### src/rtl/lsc_pkg.sv
// Shared definitions for the loop status controller.
// Assumes 16-bit status and mode registers with the flag bit at 15.
package lsc_pkg;
    localparam int REG_W     = 16;
    localparam int FLAG_BIT  = 15;
    localparam int SR_KEEP_W = 10;

    localparam logic [1:0] MASK_BOTH_OPEN = 2'b01;
    localparam logic [1:0] MASK_LOW_SHUT  = 2'b11;

    // The single event that acts in a cycle, after priority selection
    typedef enum logic [2:0] {
        EV_IDLE,
        EV_DO_PUSH,
        EV_MOVE_PUSH,
        EV_MOVE_POP,
        EV_LOOP_AGAIN,
        EV_LOOP_EXIT,
        EV_SR_LOAD,
        EV_OMR_LOAD
    } lsc_event_e;
endpackage

### src/rtl/lsc_hw_stack.sv
// Small LIFO of loop-top addresses.
// Pushing when full or popping when empty sets a sticky error and keeps
// the entries. Assumes push and pop are never requested together.
module lsc_hw_stack #(
    parameter int WIDTH = 16,
    parameter int DEPTH = 2,
    localparam int LVL_W = $clog2(DEPTH + 1)
) (
    input  logic             clk,
    input  logic             rst_n,
    input  logic             push,
    input  logic             pop,
    input  logic [WIDTH-1:0] push_data,
    output logic [WIDTH-1:0] top,
    output logic [LVL_W-1:0] level,
    output logic             err
);
    logic [WIDTH-1:0] mem [DEPTH];
    logic full, empty;

    assign full  = (level == LVL_W'(DEPTH));
    assign empty = (level == '0);

    // Fill level and sticky error
    always_ff @(posedge clk) begin
        if (!rst_n) begin
            level <= '0;
            err   <= 1'b0;
        end else if (push) begin
            if (full) err <= 1'b1;
            else      level <= level + 1'b1;
        end else if (pop) begin
            if (empty) err <= 1'b1;
            else       level <= level - 1'b1;
        end
    end

    // One storage slot per entry, written when it is the next free one
    for (genvar i = 0; i < DEPTH; i++) begin : g_slot
        always_ff @(posedge clk) begin
            if (push && !full && level == LVL_W'(i))
                mem[i] <= push_data;
        end
    end

    // Select the most recent entry, zero when empty
    always_comb begin
        top = '0;
        for (int i = 0; i < DEPTH; i++)
            if (level == LVL_W'(i + 1)) top = mem[i];
    end
endmodule

### src/rtl/lsc_flag_pair.sv
// Loop-active flag and enclosing-loop flag.
// A push saves the active flag into the enclosing flag and sets the active
// flag. A pop restores the active flag and clears the enclosing flag.
module lsc_flag_pair
    import lsc_pkg::*;
(
    input  logic       clk,
    input  logic       rst_n,
    input  lsc_event_e ev,
    input  logic       sr_lf_in,
    input  logic       omr_nl_in,
    output logic       lf,
    output logic       nl
);
    // Update both flags from the selected event
    always_ff @(posedge clk) begin
        if (!rst_n) begin
            lf <= 1'b0;
            nl <= 1'b0;
        end else begin
            case (ev)
                EV_DO_PUSH, EV_MOVE_PUSH: begin
                    nl <= lf;
                    lf <= 1'b1;
                end
                EV_MOVE_POP, EV_LOOP_EXIT: begin
                    lf <= nl;
                    nl <= 1'b0;
                end
                EV_SR_LOAD:  lf <= sr_lf_in;
                EV_OMR_LOAD: nl <= omr_nl_in;
                default: ;
            endcase
        end
    end
endmodule

### src/rtl/lsc_loop_match.sv
// Loop end address and pass count, plus the end-of-loop comparator.
// The comparison is gated by the loop-active flag. A count of 0 or 1
// counts as the last pass.
module lsc_loop_match #(
    parameter int ADDR_W = 16,
    parameter int CNT_W  = 16
) (
    input  logic              clk,
    input  logic              rst_n,
    input  logic              load,
    input  logic [ADDR_W-1:0] load_end,
    input  logic [CNT_W-1:0]  load_cnt,
    input  logic              fetch_vld,
    input  logic [ADDR_W-1:0] fetch_addr,
    input  logic              lf,
    input  logic              again,
    input  logic              finish,
    output logic              end_hit,
    output logic              last_pass,
    output logic              loop_back
);
    logic [ADDR_W-1:0] la;
    logic [CNT_W-1:0]  lc;

    assign end_hit   = fetch_vld && lf && (fetch_addr == la);
    assign last_pass = (lc <= CNT_W'(1));

    // Load on loop start, count down on every consumed pass
    always_ff @(posedge clk) begin
        if (!rst_n) begin
            la        <= '0;
            lc        <= '0;
            loop_back <= 1'b0;
        end else begin
            loop_back <= again;
            if (load) begin
                la <= load_end;
                lc <= load_cnt;
            end else if ((again || finish) && lc != '0) begin
                lc <= lc - 1'b1;
            end
        end
    end
endmodule

### src/rtl/loop_status_ctl.sv
// Top of the hardware loop status controller.
// Picks one event per cycle by fixed priority and drives the flag pair,
// the stack and the loop comparator. Keeps the status and mode register
// bits. Interrupt entry and repeat mode have no effect here by design.
module loop_status_ctl
    import lsc_pkg::*;
#(
    parameter int ADDR_W      = 16,
    parameter int CNT_W       = 16,
    parameter int STACK_DEPTH = 2,
    parameter int MODE_W      = 2
) (
    input  logic                             clk,
    input  logic                             rst_n,
    input  logic [MODE_W-1:0]                mode_pins,
    input  logic                             do_start,
    input  logic [ADDR_W-1:0]                do_top,
    input  logic [ADDR_W-1:0]                do_end,
    input  logic [CNT_W-1:0]                 do_count,
    input  logic                             fetch_vld,
    input  logic [ADDR_W-1:0]                fetch_addr,
    input  logic                             hws_wr,
    input  logic [ADDR_W-1:0]                hws_wdata,
    input  logic                             hws_rd,
    input  logic                             sr_wr,
    input  logic [15:0]                      sr_wdata,
    input  logic                             omr_wr,
    input  logic [15:0]                      omr_wdata,
    input  logic                             irq_entry,
    input  logic                             rep_active,
    output logic                             loop_back,
    output logic [ADDR_W-1:0]                hws_top,
    output logic [$clog2(STACK_DEPTH+1)-1:0] hws_level,
    output logic                             stack_err,
    output logic [15:0]                      sr_rdata,
    output logic [15:0]                      omr_rdata,
    output logic                             ipl0_en,
    output logic                             ipl1_en
);
    localparam int RSV_W = FLAG_BIT - SR_KEEP_W;

    lsc_event_e           ev;
    logic                 lf, nl, end_hit, last_pass;
    logic [SR_KEEP_W-1:0] sr_low;
    logic [FLAG_BIT-1:0]  omr_rest;
    logic [1:0]           mask;
    logic                 unused_inputs;

    assign unused_inputs = ^{irq_entry, rep_active, sr_wdata[FLAG_BIT-1:SR_KEEP_W]};

    // Fixed-priority selection of the one event acting this cycle
    always_comb begin
        if (do_start)     ev = EV_DO_PUSH;
        else if (hws_wr)  ev = EV_MOVE_PUSH;
        else if (hws_rd)  ev = EV_MOVE_POP;
        else if (end_hit) ev = last_pass ? EV_LOOP_EXIT : EV_LOOP_AGAIN;
        else if (sr_wr)   ev = EV_SR_LOAD;
        else if (omr_wr)  ev = EV_OMR_LOAD;
        else              ev = EV_IDLE;
    end

    lsc_flag_pair u_flags (
        .clk       (clk),
        .rst_n     (rst_n),
        .ev        (ev),
        .sr_lf_in  (sr_wdata[FLAG_BIT]),
        .omr_nl_in (omr_wdata[FLAG_BIT]),
        .lf        (lf),
        .nl        (nl)
    );

    lsc_hw_stack #(.WIDTH(ADDR_W), .DEPTH(STACK_DEPTH)) u_stack (
        .clk       (clk),
        .rst_n     (rst_n),
        .push      (ev == EV_DO_PUSH || ev == EV_MOVE_PUSH),
        .pop       (ev == EV_MOVE_POP || ev == EV_LOOP_EXIT),
        .push_data (do_start ? do_top : hws_wdata),
        .top       (hws_top),
        .level     (hws_level),
        .err       (stack_err)
    );

    lsc_loop_match #(.ADDR_W(ADDR_W), .CNT_W(CNT_W)) u_match (
        .clk        (clk),
        .rst_n      (rst_n),
        .load       (ev == EV_DO_PUSH),
        .load_end   (do_end),
        .load_cnt   (do_count),
        .fetch_vld  (fetch_vld),
        .fetch_addr (fetch_addr),
        .lf         (lf),
        .again      (ev == EV_LOOP_AGAIN),
        .finish     (ev == EV_LOOP_EXIT),
        .end_hit    (end_hit),
        .last_pass  (last_pass),
        .loop_back  (loop_back)
    );

    // Status low bits and mode bits other than the enclosing-loop flag
    always_ff @(posedge clk) begin
        if (!rst_n) begin
            sr_low                   <= SR_KEEP_W'(10'h300);
            omr_rest                 <= '0;
            omr_rest[MODE_W-1:0]     <= mode_pins;
        end else if (ev == EV_SR_LOAD) begin
            sr_low <= sr_wdata[SR_KEEP_W-1:0];
        end else if (ev == EV_OMR_LOAD) begin
            omr_rest <= omr_wdata[FLAG_BIT-1:0];
        end
    end

    assign sr_rdata  = {lf, {RSV_W{1'b0}}, sr_low};
    assign omr_rdata = {nl, omr_rest};

    // Interrupt mask decode; reserved codes permit nothing
    assign mask    = sr_low[9:8];
    assign ipl0_en = (mask == MASK_BOTH_OPEN);
    assign ipl1_en = (mask == MASK_BOTH_OPEN) || (mask == MASK_LOW_SHUT);
endmodule

### config.mk
export PLATFORM = sky130hd
export DESIGN_NAME = loop_status_ctl
export DESIGN_NICKNAME = d
export VERILOG_FILES = /design/src/rtl/lsc_pkg.sv /design/src/rtl/lsc_hw_stack.sv /design/src/rtl/lsc_flag_pair.sv /design/src/rtl/lsc_loop_match.sv /design/src/rtl/loop_status_ctl.sv
export SDC_FILE = /design/constraint.sdc
export NUM_CORES = 1
export LEC_CHECK = 0
export CAP_MARGIN = 10
export CORE_ASPECT_RATIO = 0.8
export CORE_MARGIN = 4
export CORE_UTILIZATION = 44
export CTS_CLUSTER_SIZE = 16
export DETAILED_ROUTE_END_ITERATION = 7
export PLACE_DENSITY = 0.86
export RECOVER_POWER = 50
export SLEW_MARGIN = 15
export SYNTH_ARGS = -nofsm -noshare
export SYNTH_HDL_FRONTEND = slang
export SYNTH_SLANG_ARGS = --single-unit
### constraint.sdc
create_clock -name clk -period 3.65 [get_ports clk]
set_input_delay 0.5475 -clock clk [delete_from_list [all_inputs] [get_ports clk]]
set_output_delay 0.5475 -clock clk [all_outputs]
set_load 0.05 [all_outputs]
# --- Yosys cells after proc, flatten, opt, wreduce, memory -nomap -nowiden ---
# Memory sizes are Yosys's and may differ from the RTL's.
# Cells that the tools add are included.
word_totals:
  register_bits: 63
  ramBits: 32
  wordCells: 90
  n_memories: 1
memory_table:
  columns: ["name", "depth", "word_bits", "rd", "rd_ports_with_merged_regs", "write_ports", "line", "rtl"]
  rows:
  - ["u_stack.mem", 2, 16, 2, 0, 1, "lsc_hw_stack.sv:18", "logic [WIDTH-1:0] mem [DEPTH];"]
classes:
  n_addsub: 3
  order_cmp: 1
  eq_ne: 17
  mux: 32
  bitwise_logic: 1
  reduce_logical: 25
ops:
  columns: ["op", "n"]
  rows:
  - ["$mux W16", 6]
  - ["$mux W3", 6]
  - ["$eq A16 B16 Y1", 1]
  - ["$le A16 B1 Y1 const B", 1]
  - ["$reduce_bool A16 Y1", 1]
  - ["$reduce_or A16 Y1", 1]
  - ["$sub A16 B1 Y16 const B", 1]
  - ["$mux W2", 7]
  - ["$eq A3 B3 Y1 const B", 4]
  - ["$mux W1", 11]
  - ["$eq A3 B2 Y1 const B", 2]
  - ["$logic_and A1 B1 Y1", 6]
  - ["$ne A2 B2 Y1 const B", 3]
  - ["$pmux W1 S3", 2]
  - ["$reduce_and A3 Y1", 2]
  - ["$reduce_bool A2 Y1", 3]
  - ["$reduce_bool A3 Y1", 2]
  - ["$eq A2 B1 Y1 const B", 2]
  - ["$eq A2 B2 Y1 const B", 2]
  - ["$logic_or A1 B1 Y1", 4]
  - ["$ne A2 B1 Y1 const B", 2]
  - ["$reduce_and A2 Y1", 2]
  - ["$reduce_or A2 Y1", 2]
  - ["$eq A3 B1 Y1 const B", 1]
  - ["other kinds (5)", 5]

# --- Depth between registers and ports, before layout ---
# Gate-level depths: netlist of the first run.
logic_depth:
  word_depth: 14
  ltp_mapped: 10

# --- Hierarchy ---
# From an unflattened synthesis of the first run, not the netlist that was laid out.
unflattened:
  cells_unflattened: 474
  area_unflattened_um2: 4693.3
by_module_without_submodules:
  columns: ["module", "n_inst", "cells_each", "area_each_um2", "seq_area_each_um2"]
  rows:
  - ["lsc_loop_match", 1, 204, 1801.7, 660.6]
  - ["lsc_hw_stack", 1, 107, 1391.3, 1021.0]
  - ["loop_status_ctl", 1, 149, 1375.1, 520.5]
  - ["lsc_flag_pair", 1, 14, 125.1, 40.0]

# --- Worst setup path after synthesis of the first run ---
# Ideal clock, no wire load.
synth_timing:
  path_type: "register to output"
  start: "register u_stack.level[0]"
  end: "output port hws_top[14]"
  arrival_ns: 2.522
  required_ns: 3.102
  path_slack_ns: 0.581
  stages_incl_launch_ff: 6
  n_path_buf: 2
  cell_sequence: "dfxtp_1 -> inv_1 -> ha_1 -> clkbuf_1 -> buf_1 -> o21ai_0"
synth_between:
  elab_chain_cells: 3
  elab_cells_between_ends: 4
synth_rtl:
  columns: ["element", "line", "rtl"]
  rows:
  - ["start: declaration", "lsc_hw_stack.sv:15", "output logic [LVL_W-1:0] level,"]
  - ["start signal: assignment", "lsc_hw_stack.sv:31", "else level <= level + 1'b1;"]
  - ["start signal: assignment", "lsc_hw_stack.sv:34", "else level <= level - 1'b1;"]
  - ["$eq A2 B1 Y1", "lsc_hw_stack.sv:50", "if (level == LVL_W'(i + 1)) top = mem[i];"]
  - ["$mux W16", "lsc_hw_stack.sv:50", null]
  - ["$mux W16 (*)", "lsc_hw_stack.sv:50", null]
  - ["end: declaration", "loop_status_ctl.sv:32", "output logic [ADDR_W-1:0] hws_top,"]
# Every way passes the cells marked *; elsewhere a longest branch is shown, timed or not.

# --- Worst setup path in the final report of the first run ---
layout_timing:
  start: "input port rst_n"
  end: "register u_match.loop_back"
layout_rtl:
  columns: ["element", "line", "rtl"]
  rows:
  - ["start: declaration", "loop_status_ctl.sv:14", "input logic rst_n,"]
  - ["end signal: assignment", "lsc_loop_match.sv:35", "loop_back <= again;"]
  - ["end: declaration", "lsc_loop_match.sv:20", "output logic loop_back"]
# No word-level cell between the ends.

==> flow_metrics.tcl, run 1 <==
set metrics [dict create \
    synth_compound_area_share_pct 9.74 \
    clk_pin_slew_worst_paths_ns 0.06 \
    firstDrtPassIters 5 \
    arrival_ns 3.32 \
    final_nets 707 \
    setup_violations 0 \
    synthAdderAreaFrac_pct 1.70 \
    finalHoldViolCount 0 \
    maxCapViolCount 0 \
    synth-edff-count 34 \
    cts_buffers 9 \
    seq_power_share_pct 42.0 \
    io_pins 178 \
    powerDensity_nw_per_um2 472 \
    die_h_um 97.6 \
    initial_utilization_pct 45.4 \
    multi_input_area_um2 2000 \
    placedInstanceArea_um2 6140 \
    cts_resized 0 \
    grt_use_total_pct 20.7 \
    root_buffer "clkbuf_16" \
    crit_type "in -> reg" \
    cts.path.max_buffers 2 \
    rsz0062_at_grt "false" \
    dp_hpwl_um 9030 \
    clock_sinks 95 \
    final_cell_area_um2 6420 \
    gp_congestion 0.836 \
    grt_pass1_vias 3960 \
    vias 3731 \
    dieArea_um2 11700 \
    p_clk_share_pct 30.1 \
    synth_xor_area_share_pct 5.15 \
    ant_nets 0 \
    drv_slew 0 \
    pwr-share-comb_pct 27.8 \
    insertedDiodeCount 0 \
    wl_per_cell_um 16.9 \
    clk_latency_ns 0.33 \
    synth_flop_cell "dfxtp_1" \
    syn-instance-count 420 \
    status "complete, no violations" \
    htreeDepth 3 \
    coreArea_um2 9730 \
    p_leak_nw 2.56 \
    internal_power_mw 2.10 \
    rows 32 \
    yosys.area_share.simple_pct 14.4 \
    crit_fanout 46 \
    synth_seq_cells 95 \
    max-vdd-ir-drop_mv 0.246 \
    synth_cell_types 46 \
    cts_setup_buffers 0 \
    grt_pass1_wl_um 19400 \
    p_sw_uw 934 \
    n_fill_cell 785 \
    finalSetupTns_ns 0 \
    async_flop_share_pct 0 \
    cts_tree "yes" \
    fmax_mhz 322 \
    clock-skew-final_ns 0.00634 \
    drt_iter0_drc 246 \
    hold_class "reg -> reg" \
    holdWs_ns 0.482 \
    regArea_um2 2240 \
    synth_mux_area_share_pct 13.6 \
    ys_warn_count 0 \
    hold_buffers 0 \
    rr_worst_depth 6 \
    tightest_slew_ns 1.43 \
    vias_per_cell 5.20 \
    io_buffer_count 165 \
    hold_depth 1 \
    ys_seq_area_share_pct 50.7 \
    wl_um 12200 \
    grt_max_degree 50 \
    fin_util_pct 66.0 \
    gr-total-overflow 0 \
    crit_path_start_kind "primary input" \
    antenna_found_initial 0 \
    slew_headroom_pct 4.51 \
    avgSynthCellArea_um2 10.5 \
    required_ns 3.86 \
    layout-drive-gt1-share_pct 5.67 \
    critPathCaptureType "register" \
    syn_area_um2 4420 \
    fin_crit_ns 3.11 \
    p_sw_share_pct 30.8 \
    finalCritPeriodShare_pct 85.2 \
    synth_top_family_by_area "simple AND/OR/NAND/NOR gates" \
    drc 0 \
    syn_to_final_growth_pct 45.4 \
    fp.dieW_um 120 \
]
## area by class of cell
cell class                      count  area share [%]
Tap cell                          136            2.65
Sequential cell                    95            34.9
Clock inverter                      6           0.954
Inverter                            9           0.526
Timing Repair Buffer              172            26.3
Multi-Input combinational cell    290            31.1
Clock buffer                       10            3.56
## cell families after synthesis
kind of cell | after synthesis
other | 1
adders and majority gates | 6
and+or+nand+nor | 130
xor gates and xnor gates | 26
DFF | 95
buffers and inverters | 39
muxes | 58
AOI/OAI and AO/OA | 65
## critical path: stages
cell	delay, ns
dlygate4sd3_1	0.52
clkbuf_1	0.74
inv_1	0.93
nor4_1	0.55
## layer usage
layer  track usage (%)  wire length (µm)  up-vias
li1                  -                 -     1817
met1              22.1              4560     1728
met2              36.6              6140      162
met3              9.08              1200       24
met4              6.34               267        0
met5                 0                 0        -
## path summary, 6_finish.rpt
| kind | to | from | slack (ns) |
|---|---|---|---|
| setup / recovery | u_match.loop_back$_SDFF_PN0_ | rst_n | 0.54 |
| hold / removal | u_stack.err$_SDFFE_PN0P_ | u_stack.err$_SDFFE_PN0P_ | 0.48 |
| setup reg to reg | u_flags.lf$_SDFFE_PN0P_ | u_match.lc[4]$_SDFFE_PN0P_ | 0.72 |
| hold reg to reg | u_stack.err$_SDFFE_PN0P_ | u_stack.err$_SDFFE_PN0P_ | 0.48 |
## placed cells by master (no fill, tap or decap), drive strengths merged, types with 9 or more instances in the layout
master / n
a31oi: 9
clkdlybuf4s50: 129
xnor2: 26
edfxtp: 34
dlygate4sd3: 34
a22o: 15
dfxtp: 61
o21ai: 18
mux2i: 40
inv: 9
nand2: 15
mux2: 18
nor2: 48
nor3: 15
nand3: 9
a21oi: 11
clkbuf: 12
## metrics by stage
stage          setup WS [ns]  std cells  total power [mW]
3_3_place_gp           0.457        702              2.12
5_1_grt                0.352        718              3.16
4_1_cts                0.724        718              3.07
2_1_floorplan          0.581        424              1.81
3_5_place_dp           0.379        702              2.15
6_report               0.540        718              3.03
## power groups by stage
stage               logic, mW  registers (mW)  clock network, mW
global placement        0.835            1.29                  0
global route            0.895            1.29              0.979
CTS                     0.856            1.27              0.936
finish                  0.844            1.27              0.914
detailed placement      0.853            1.30                  0
floorplan               0.482            1.33                  0
## cell usage after synthesis, types with 2 or more instances
cell / n / area, µm²
nand4_1: 5 / 31.3
xnor2_1: 26 / 228
nand2b_1: 4 / 25.0
clkbuf_1: 11 / 41.3
nor4_1: 8 / 50.1
nor2b_1: 4 / 25.0
mux2i_1: 40 / 400
nor3_1: 15 / 75.1
a21oi_1: 11 / 55.1
or2_2: 2 / 12.5
a31oi_1: 9 / 56.3
buf_6: 2 / 22.5
o31a_1: 2 / 17.5
nand2_1: 15 / 56.3
a22o_1: 15 / 131
mux2_2: 18 / 203
dfxtp_1: 61 / 1220
ha_1: 6 / 75.1
buf_4: 8 / 60.1
buf_1: 6 / 22.5
nand3_1: 9 / 45.0
or3_2: 2 / 15.0
or3_1: 5 / 31.3
and2_1: 4 / 25.0
inv_1: 8 / 30.0
o31ai_1: 3 / 22.5
nor2_1: 48 / 180
o21ai_0: 17 / 85.1
edfxtp_1: 34 / 1020
or4_1: 6 / 45.0
## flip-flops by register name (all words and copies together) (netlist names)
signal and cells:
u_flags.lf 1, omr_rest 15, u_match.lc 16, u_stack.err 1, sr_low 10, u_stack.level 2
u_stack.mem 32, u_match.loop_back 1, u_flags.nl 1, u_match.la 16
Power figures use the tool's default switching activity.
==> run 2: changes to the inputs <==
- CORE_MARGIN: 4 -> 2
- PLACE_DENSITY: 0.86 -> 0.85
==> run 2 against run 1 <==
Effect of this change:
- setup slack improved by 0.078 ns
- core utilization increased by 0.38 points
- power increased by 0.61%
- non-clock buffer count unchanged
- wire length decreased by 4.5%
- clock skew increased by 0.0022 ns
- worst hold slack got worse by 0.0013 ns
- sequential share of layout area decreased by 0.054 points
- largest cell class unchanged
- highest routed layer unchanged
==> flow_metrics.tcl, run 2 (synthesis gave the netlist of run 1 again) <==
set metrics [dict create \
    status "complete, no violations" \
    hold_class "reg -> reg" \
    drc 0 \
    slowest_stage "inv_1" \
    arrival_ns 3.27 \
    final_cell_area_um2 6430 \
    hold_buffers 0 \
    grt_pass1_vias 3873 \
    mostFrequentLayoutCell "clkdlybuf4s50_1" \
    p_sw_uw 939 \
    p_sw_share_pct 30.8 \
    setup_violations 0 \
    drv_slew 0 \
    holdWs_ns 0.480 \
    vias 3705 \
    p_leak_nw 2.57 \
    root_buffer "clkbuf_16" \
    cts_resized 0 \
    dieArea_um2 10900 \
    crit_type "in -> reg" \
    coreArea_um2 9690 \
    cts_setup_buffers 0 \
    ant_nets 0 \
    maxCapViolCount 0 \
    p_total_mw 3.05 \
    final_nets 707 \
    fin_crit_ns 3.03 \
    rr_worst_depth 6 \
    htreeDepth 3 \
    final_cell_mix "128 x clkdlybuf4s50_1, 61 x dfxtp_1, 48 x nor2_1" \
    clock-skew-final_ns 0.00855 \
    antenna_found_initial 1 \
    crit_path_start_kind "primary input" \
    startpoint "rst_n" \
    n_fill_cell 747 \
    wl_per_cell_um 16.2 \
    reg.largest.list "u_stack.mem (32), u_match.la (16), u_match.lc (16)" \
    placedInstanceArea_um2 6140 \
    cts_tree "yes" \
    finalSetupTns_ns 0 \
    critPathCaptureType "register" \
    seq_power_share_pct 41.7 \
    cp-endpoint "u_match.lc[5]$_SDFFE_PN0P_" \
    fmax_mhz 330 \
    fin_util_pct 66.4 \
    firstDrtPassIters 5 \
    drt_iter0_drc 212 \
    worstReg2RegStart "u_match.lc[4]$_SDFFE_PN0P_" \
    clock_sinks 95 \
    finalHoldViolCount 0 \
    die_h_um 93.6 \
    fp.dieW_um 116 \
    initial_utilization_pct 45.6 \
    regArea_um2 2240 \
    regToRegEndpoint "u_flags.lf$_SDFFE_PN0P_" \
    max-vdd-ir-drop_mv 0.294 \
    io_pins 178 \
    rows 32 \
    tightest_slew_ns 1.41 \
    largest_reg_flops 32 \
    pwr-share-comb_pct 27.6 \
    gp_congestion 0.813 \
    wl_um 11600 \
    gr-total-overflow 0 \
    cts.path.max_buffers 2 \
    internal_power_mw 2.11 \
    multi_input_area_um2 2000 \
    rrSetupSlack_ns 0.81 \
    cts_buffers 9 \
    layout-drive-gt1-share_pct 6.19 \
    syn_to_final_growth_pct 45.6 \
    finalCritPeriodShare_pct 83.1 \
    clk_pin_slew_worst_paths_ns 0.07 \
    io_buffer_count 165 \
    grt_max_degree 50 \
    required_ns 3.88 \
    powerDensity_nw_per_um2 474 \
    p_clk_share_pct 30.7 \
    max_stage_delay_ns 0.93 \
    clk_latency_ns 0.34 \
    grt_pass1_wl_um 18300 \
    slew_headroom_pct 5.71 \
    rsz0062_at_grt "false" \
    cp_cell_sequence "dlygate4sd3_1 > clkbuf_1 > inv_1 > o31ai_1" \
    grt_use_total_pct 22.0 \
    dp_hpwl_um 8540 \
    vias_per_cell 5.15 \
    crit_fanout 46 \
    regMostFlops "u_stack.mem" \
]
==> run 2: cell types whose count changed in the layout (fill, tap and decap cells not counted), moves of 2 or more <==
cell      delta
clkbuf_8     +2
mux2_1       -2
mux2_2       +2
clkinv_4     -2
inv_6        +2
==> run 2: worst min-delay path by stage <==
stage	startpoint	to	slack (ns)	cells past startpoint
after floorplan	u_flags.nl$_SDFFE_PN0P_	u_flags.nl$_SDFFE_PN0P_	0.46	2
after global routing	u_stack.err$_SDFFE_PN0P_	u_stack.err$_SDFFE_PN0P_	0.51	1
after global placement	u_stack.err$_SDFFE_PN0P_	u_stack.err$_SDFFE_PN0P_	0.47	1
final	u_stack.err$_SDFFE_PN0P_	u_stack.err$_SDFFE_PN0P_	0.48	1
after detailed placement	u_stack.err$_SDFFE_PN0P_	u_stack.err$_SDFFE_PN0P_	0.47	1
after CTS	u_stack.err$_SDFFE_PN0P_	u_stack.err$_SDFFE_PN0P_	0.49	1
==> run 2: worst max-delay path, delay by kind of cell <==
family                 cells  cell delay (ns)
buffers and inverters      3             2.20
AOI/OAI and AO/OA          1             0.49
==> run 2: routing by layer <==
metal  track usage, %  wire (µm)
met1             24.5       4570
met2             38.5       5990
met3             7.65        822
met4             8.33        231
met5                0          0
==> run 2: power groups by stage <==
stage / sequential, mW / clock [mW] / combinational, mW
2_1_floorplan: 1.33 / 0 / 0.482
3_3_place_gp: 1.29 / 0 / 0.835
3_5_place_dp: 1.30 / 0 / 0.853
4_1_cts: 1.27 / 0.962 / 0.857
5_1_grt: 1.28 / 1.01 / 0.895
6_report: 1.27 / 0.936 / 0.841
==> run 2: final cells by class <==
cell class	count	share of cell area, %
multi-input cells	290	31.0
well taps	136	2.64
inverters	9	0.525
flip-flops and latches	95	34.9
clock buffers	13	4.38
clock inverters	3	0.350
repair buffers	172	26.2
diodes	1	0.0389
==> run 2: stage by stage <==
step	std cells	worst slack, ns
finish	719	0.618
global route	719	0.326
CTS	718	0.732
detailed placement	702	0.409
global placement	702	0.456
floorplan	424	0.581
